<file path="config.mk">
export PLATFORM = sky130hd
export DESIGN_NAME = burst_addr_seq
export DESIGN_NICKNAME = d
export VERILOG_FILES = /design/src/rtl/burst_seq_pkg.sv /design/src/rtl/burst_be_check.sv /design/src/rtl/burst_order_decode.sv /design/src/rtl/burst_addr_step.sv /design/src/rtl/burst_addr_seq.sv
export SDC_FILE = /design/constraint.sdc
export NUM_CORES = 1
export LEC_CHECK = 0
export BUFFER_PORTS_ARGS = -buffer_cell sky130_fd_sc_hd__buf_2
export CORE_ASPECT_RATIO = 0.75
export CORE_MARGIN = 2
export CORE_UTILIZATION = 44
export DETAILED_ROUTE_END_ITERATION = 12
export PLACE_DENSITY = 0.67
export REMOVE_ABC_BUFFERS = 1
export SLEW_MARGIN = 20
export SYNTH_ARGS = -nofsm -noshare
export SYNTH_HDL_FRONTEND = slang
export SYNTH_SLANG_ARGS = --single-unit
export TNS_END_PERCENT = 30
</file>
<file path="constraint.sdc">
create_clock -name clk -period 5 [get_ports clk]
set_input_delay 1.5 -clock clk [delete_from_list [all_inputs] [get_ports clk]]
set_output_delay 1.5 -clock clk [all_outputs]
set_load 0.05 [all_outputs]
</file>
<file path="src/rtl/burst_seq_pkg.sv">
`timescale 1ns/1ps
package burst_seq_pkg;
  typedef enum logic [1:0] {
    ORD_LINEAR = 2'd0,
    ORD_WRAP   = 2'd1,
    ORD_RSVD   = 2'd2
  } order_e;
endpackage

</file>
<file path="src/rtl/burst_be_check.sv">
`timescale 1ns/1ps
// Checks active-low byte enables against an I/O byte address.
module burst_be_check #(
  parameter int LANES = 4,
  localparam int SEL_W = $clog2(LANES)
) (
  input  logic [SEL_W-1:0] byte_sel,
  input  logic [LANES-1:0] be_n,
  output logic             mismatch
);
  logic [LANES-1:0] lane_ok;

  for (genvar j = 0; j < LANES; j++) begin : g_lane
    localparam logic [SEL_W-1:0] LANE_IDX = SEL_W'(j);
    always_comb begin
      if (byte_sel == LANE_IDX)
        lane_ok[j] = ~be_n[j];          // addressed lane must be on
      else if (LANE_IDX < byte_sel)
        lane_ok[j] = be_n[j];           // lanes below must be off
      else
        lane_ok[j] = 1'b1;              // lanes above are free
    end
  end

  assign mismatch = ~(&lane_ok);
endmodule

</file>
<file path="src/rtl/burst_order_decode.sv">
`timescale 1ns/1ps
// Turns the address-phase code into an ordering mode.
module burst_order_decode
  import burst_seq_pkg::*;
#(
  parameter bit WRAP_EN = 1'b1
) (
  input  logic       io_space,
  input  logic [1:0] code,
  input  logic       line_ok,
  output order_e     order
);
  always_comb begin
    order = ORD_LINEAR;
    if (!io_space) begin
      unique case (code)
        2'b00: order = ORD_LINEAR;
        2'b10: begin
          if (!WRAP_EN)     order = ORD_RSVD;
          else if (line_ok) order = ORD_WRAP;
          else              order = ORD_LINEAR;
        end
        default: order = ORD_RSVD;
      endcase
    end
  end
endmodule

</file>
<file path="src/rtl/burst_addr_step.sv">
`timescale 1ns/1ps
// Computes the address following the current data phase.
module burst_addr_step
  import burst_seq_pkg::*;
#(
  parameter int AW    = 32,
  parameter int OFF_W = 4
) (
  input  logic [AW-1:0]    cur,
  input  order_e           order,
  input  logic [OFF_W-1:0] mask,
  input  logic [OFF_W-1:0] start_off,
  input  logic [OFF_W-1:0] cnt,
  output logic [AW-1:0]    nxt,
  output logic [OFF_W-1:0] cnt_nxt
);
  localparam int PAD = AW - OFF_W - 2;

  logic [AW-1:0]    span;
  logic [AW-1:0]    base;
  logic [OFF_W-1:0] cur_off;
  logic [OFF_W-1:0] nxt_off;
  logic [AW-1:0]    in_line;
  logic [AW-1:0]    next_line;
  logic             line_end;

  assign span      = {{PAD{1'b0}}, mask, 2'b11};
  assign base      = cur & ~span;
  assign cur_off   = cur[OFF_W+1:2] & mask;
  assign nxt_off   = (cur_off + 1'b1) & mask;
  assign in_line   = base | {{PAD{1'b0}}, nxt_off, 2'b00};
  assign next_line = (base + span + AW'(1)) | {{PAD{1'b0}}, start_off, 2'b00};
  assign line_end  = (cnt == mask);

  always_comb begin
    nxt     = cur + AW'(4);
    cnt_nxt = cnt;
    if (order == ORD_WRAP) begin
      if (line_end) begin
        nxt     = next_line;
        cnt_nxt = '0;
      end else begin
        nxt     = in_line;
        cnt_nxt = cnt + 1'b1;
      end
    end
  end
endmodule

</file>
<file path="src/rtl/burst_addr_seq.sv">
`timescale 1ns/1ps
// Burst address sequencer: top level.
module burst_addr_seq
  import burst_seq_pkg::*;
#(
  parameter int AW          = 32,
  parameter int MAX_LINE_DW = 16,
  parameter bit WRAP_EN     = 1'b1,
  localparam int OFF_W      = $clog2(MAX_LINE_DW),
  localparam int LS_W       = OFF_W + 1
) (
  input  logic            clk,
  input  logic            rst_n,
  input  logic            addr_valid,
  input  logic [AW-1:0]   addr_in,
  input  logic            io_space,
  input  logic [3:0]      be_n,
  input  logic            phase_done,
  input  logic [LS_W-1:0] line_dw,
  output logic [AW-1:0]   cur_addr,
  output logic            disc_req,
  output logic            be_err
);
  // reset: asserted asynchronously, released on the clock
  logic [1:0] rst_sync_q;
  logic       rst_int_n;

  always_ff @(posedge clk or negedge rst_n) begin
    if (!rst_n) rst_sync_q <= 2'b00;
    else        rst_sync_q <= {rst_sync_q[0], 1'b1};
  end
  assign rst_int_n = rst_sync_q[1];

  // clock enables
  logic load_en;
  logic step_en;
  assign load_en = addr_valid;
  assign step_en = phase_done & ~addr_valid;

  // address-phase decode
  logic             line_ok;
  logic [OFF_W-1:0] line_mask;
  order_e           order_dec;
  logic             be_mismatch;

  assign line_ok   = (line_dw >= LS_W'(2)) && (line_dw <= LS_W'(MAX_LINE_DW)) && $onehot(line_dw);
  assign line_mask = OFF_W'(line_dw - LS_W'(1));

  burst_order_decode #(.WRAP_EN(WRAP_EN)) u_decode (
    .io_space (io_space),
    .code     (addr_in[1:0]),
    .line_ok  (line_ok),
    .order    (order_dec)
  );

  burst_be_check #(.LANES(4)) u_be (
    .byte_sel (addr_in[1:0]),
    .be_n     (be_n),
    .mismatch (be_mismatch)
  );

  // state
  logic [AW-1:0]    cur_q,   cur_d;
  order_e           order_q, order_d;
  logic [OFF_W-1:0] mask_q,  mask_d;
  logic [OFF_W-1:0] start_q, start_d;
  logic [OFF_W-1:0] cnt_q,   cnt_d;
  logic             io_q,    io_d;
  logic             done_q,  done_d;
  logic             err_q,   err_d;

  logic [AW-1:0]    step_addr;
  logic [OFF_W-1:0] step_cnt;

  burst_addr_step #(.AW(AW), .OFF_W(OFF_W)) u_step (
    .cur       (cur_q),
    .order     (order_q),
    .mask      (mask_q),
    .start_off (start_q),
    .cnt       (cnt_q),
    .nxt       (step_addr),
    .cnt_nxt   (step_cnt)
  );

  // next state
  always_comb begin
    cur_d   = cur_q;
    order_d = order_q;
    mask_d  = mask_q;
    start_d = start_q;
    cnt_d   = cnt_q;
    io_d    = io_q;
    done_d  = done_q;
    err_d   = load_en & io_space & be_mismatch;
    if (load_en) begin
      cur_d   = io_space ? addr_in : {addr_in[AW-1:2], 2'b00};
      order_d = order_dec;
      mask_d  = line_ok ? line_mask : '0;
      start_d = addr_in[OFF_W+1:2] & (line_ok ? line_mask : '0);
      cnt_d   = '0;
      io_d    = io_space;
      done_d  = 1'b0;
    end else if (step_en) begin
      cur_d   = step_addr;
      cnt_d   = step_cnt;
      done_d  = 1'b1;
    end
  end

  // registers
  always_ff @(posedge clk or negedge rst_int_n) begin
    if (!rst_int_n) begin
      cur_q   <= '0;
      order_q <= ORD_LINEAR;
      mask_q  <= '0;
      start_q <= '0;
      cnt_q   <= '0;
      io_q    <= 1'b0;
      done_q  <= 1'b0;
      err_q   <= 1'b0;
    end else begin
      cur_q   <= cur_d;
      order_q <= order_d;
      mask_q  <= mask_d;
      start_q <= start_d;
      cnt_q   <= cnt_d;
      io_q    <= io_d;
      done_q  <= done_d;
      err_q   <= err_d;
    end
  end

  assign cur_addr = cur_q;
  assign be_err   = err_q;
  assign disc_req = (order_q == ORD_RSVD) & (done_q | phase_done);
endmodule

</file>
==> results.sh <==
export IMPL_synth_top_family_by_area="simple AND/OR/NAND/NOR gates"
export IMPL_via_per_inst=6.15
export IMPL_dp_hpwl_um=8040
export IMPL_antenna_found_initial=0
export IMPL_cp_buffers_inverters=2
export IMPL_nFillCells=841
export IMPL_netSwitchingFraction=0.386
export IMPL_synth_xor_area_share=0.0633
export IMPL_p_leak_nw=1.83
export IMPL_cts_tree="done"
export IMPL_crit_top_cell="buf_2"
export IMPL_synth_flop_cell="dfrtp_1"
export IMPL_synth_edf_count=0
export IMPL_power_internal_mw=0.729
export IMPL_numCtsBuffers=5
export IMPL_area_delta_synth_final_pct=16.1
export IMPL_drt_iter0_markers=302
export IMPL_yosys_area_share_simple=0.282
export IMPL_finalHoldViolations=0
export IMPL_drc_errors=0
export IMPL_rows=29
export IMPL_startpoint_type="primary input"
export IMPL_fin_setup_tns_ns=0
export IMPL_clk_latency_ns=0.29
export IMPL_die_h_um=83.8
export IMPL_critical_path_class="in2out"
export IMPL_dr_pass1_iters=5
export IMPL_endpoint_kind="output pin"
export IMPL_worstMarginPinSlew_ns=0.959
export IMPL_fin_worst_skew_ns=0.00637
export IMPL_yosysSeqAreaShare=0.335
export IMPL_pwr_share_seq=0.424
export IMPL_vias=3850
export IMPL_synth_fa_ha_area_frac=0.0442
export IMPL_cts_reportedPaths_clkPinSlew_ns=0.07
export IMPL_grt_max_degree=56
export IMPL_synth_common_cells="nand2_1 (59), dfrtp_1 (50), nor2_1 (34)"
export IMPL_wl_per_cell_um=17.7
export IMPL_drv_cap=0
export IMPL_grt_usage=0.242
export IMPL_post_route_period_util=0.786
export IMPL_yosysUniqueCellTypes=65
export IMPL_max_slew_margin=0.354
export IMPL_layout_nets=575
export IMPL_synth_top_cell_area_share=0.335
export IMPL_min_period_ns=3.93
export IMPL_yosys_area_top_type="dfrtp_1"
export IMPL_synth_area_leaders="dfrtp_1 (33%), nand2_1 (5.9%), o21ai_0 (4.3%), nor2_1 (3.4%), ha_1 (3.3%)"
export IMPL_seqCellArea_um2=1250
export IMPL_initial_core_util=0.448
export IMPL_status="complete, no violations"
export IMPL_root_buffer="clkbuf_16"
export IMPL_critical_path_required_ns=3.50
export IMPL_clk_path_buf_depth=2
export IMPL_postCtsHoldBufs=0
export IMPL_drive_above_1_share=0.207
export IMPL_setup_viol=0
export IMPL_gp_congestion=0.913
export IMPL_drt_wl_total_um=11100
export IMPL_cpLargestDelayFamily="buffers and inverters"
export IMPL_io_pins=80
export IMPL_yosysMostFrequentCell="nand2_1"
export IMPL_worstReg2RegEnd="cur_addr[18]$_DFFE_PN0P_"
export IMPL_power_switching_mw=0.457
export IMPL_pwr_share_clk=0.289
export IMPL_cts_repair_resized=0
export IMPL_cp_max_fo=19
export IMPL_die_area_um2=9250
export IMPL_insertedDiodeCount=0
export IMPL_slowest_delay_ns=0.34
export IMPL_gr_total_overflow=0
export IMPL_synth_compound_area_frac=0.212
export IMPL_slowest_stage="buf_2"
export IMPL_powerDensity_nw_per_um2=274
export IMPL_r2r_cells=10
export IMPL_placed_area_um2=4190
export IMPL_hp_class="reg2async"
export IMPL_grt_pass1_vias=3631
export IMPL_crit_chain="buf_2, nor2_1, nor3b_1, buf_2"
export IMPL_clock_sinks=50
export IMPL_htree_levels=2
export IMPL_synthMuxAreaShare=0.0144
export IMPL_synthArstFlopShare=1.00
export IMPL_ys_warn_count=0
export IMPL_fmax_ghz=0.255
export IMPL_cts_setup_buffers=0
export IMPL_multi_input_area_um2=2310
export IMPL_fp_dieW_um=110
export IMPL_vdd_ir_drop_max_uv=148
export IMPL_power_frac_comb=0.288
export IMPL_finalMaxSlewViolations=0
export IMPL_arrival_ns=2.43
export IMPL_avgSynthCellArea_um2=8.28
export IMPL_syn_area_um2=3740
export IMPL_port_buffer_count=79
export IMPL_ant_nets=0
export IMPL_syn_inst=451
export IMPL_rsz0062_at_grt="no"
export IMPL_design_area_um2=4340
export IMPL_synth_seq_cells=50
export IMPL_core_area_um2=8350
export IMPL_crit_reg2reg_launch="cur_addr[2]$_DFFE_PN0P_"
export IMPL_ff2ff_setup_slack_ns=2.20
export IMPL_grt_pass1_wl_um=18400
[flip-flops by register name, indices dropped and copies added, names as in the netlist, named ones only]
signal	count
cnt_q	4
rst_sync_q	2
be_err	1
cur_addr	29
order_q	2
start_q	4
done_q	1
mask_q	4
[cell families after synthesis]
logic type | Yosys count
simple gates | 199
xor+xnor | 27
other cells | 1
mux | 5
compound gates | 114
buf+inv | 43
fa+ha+maj | 12
flops | 50
[layer usage]
metal | track usage | routed length (um) | vias up
met5 | 0 | 0 | -
met4 | 0.0682 | 196 | 0
met3 | 0.0399 | 869 | 19
met2 | 0.359 | 4680 | 162
met1 | 0.364 | 5360 | 1854
li1 | - | - | 1815
[how the worst max path moves through the flow]
stage / from / endpoint / slack (ns) / cells past startpoint
2_1_floorplan: phase_done / disc_req / 0.81 / 2
3_3_place_gp: phase_done / disc_req / 1.05 / 4
3_5_place_dp: line_dw[0] / start_q[2]$_DFFE_PN0P_ / 1.05 / 9
4_1_cts: phase_done / disc_req / 1.08 / 4
5_1_grt: phase_done / disc_req / 1.00 / 4
6_report: phase_done / disc_req / 1.07 / 4
[power groups by stage]
stage	Sequential [mW]	Combinational, mW	Clock (mW)
after floorplan	0.581	0.145	0
after global placement	0.507	0.333	0
after detailed placement	0.508	0.339	0
after CTS	0.501	0.340	0.345
after global routing	0.510	0.370	0.359
final	0.502	0.341	0.342
[cell type report]
| cell class | instances | share of cell area |
|---|---|---|
| Sequential cell | 50 | 0.289 |
| Clock inverter | 2 | 0.00317 |
| Multi-Input combinational cell | 358 | 0.532 |
| Tap cell | 108 | 0.0312 |
| Inverter | 19 | 0.0164 |
| Clock buffer | 6 | 0.0297 |
| Timing Repair Buffer | 83 | 0.0981 |
[stage by stage]
step	utilization	worst slack [ns]	total power [mW]	cells	hold WS (ns)
finish	0.520	1.07	1.19	626	0.356
global route	0.520	1.00	1.24	626	0.368
CTS	0.519	1.08	1.19	626	0.360
detailed placement	0.502	1.05	0.848	618	0.344
global placement	0.502	1.05	0.840	618	0.336
floorplan	-	0.812	0.726	427	0.331
[cells in the final DEF (no fill, tap or decap), types with 10 or more instances in the layout]
cell type / n
buf_2: 79
nand2_1: 59
dfrtp_1: 49
nor2_1: 34
o21ai_0: 32
nand3_1: 21
inv_1: 18
a21oi_1: 18
nor3_1: 18
xor2_1: 14
xnor2_1: 13
nand4_1: 12
ha_1: 10
Note: power is estimated with default switching activity, not from simulation.
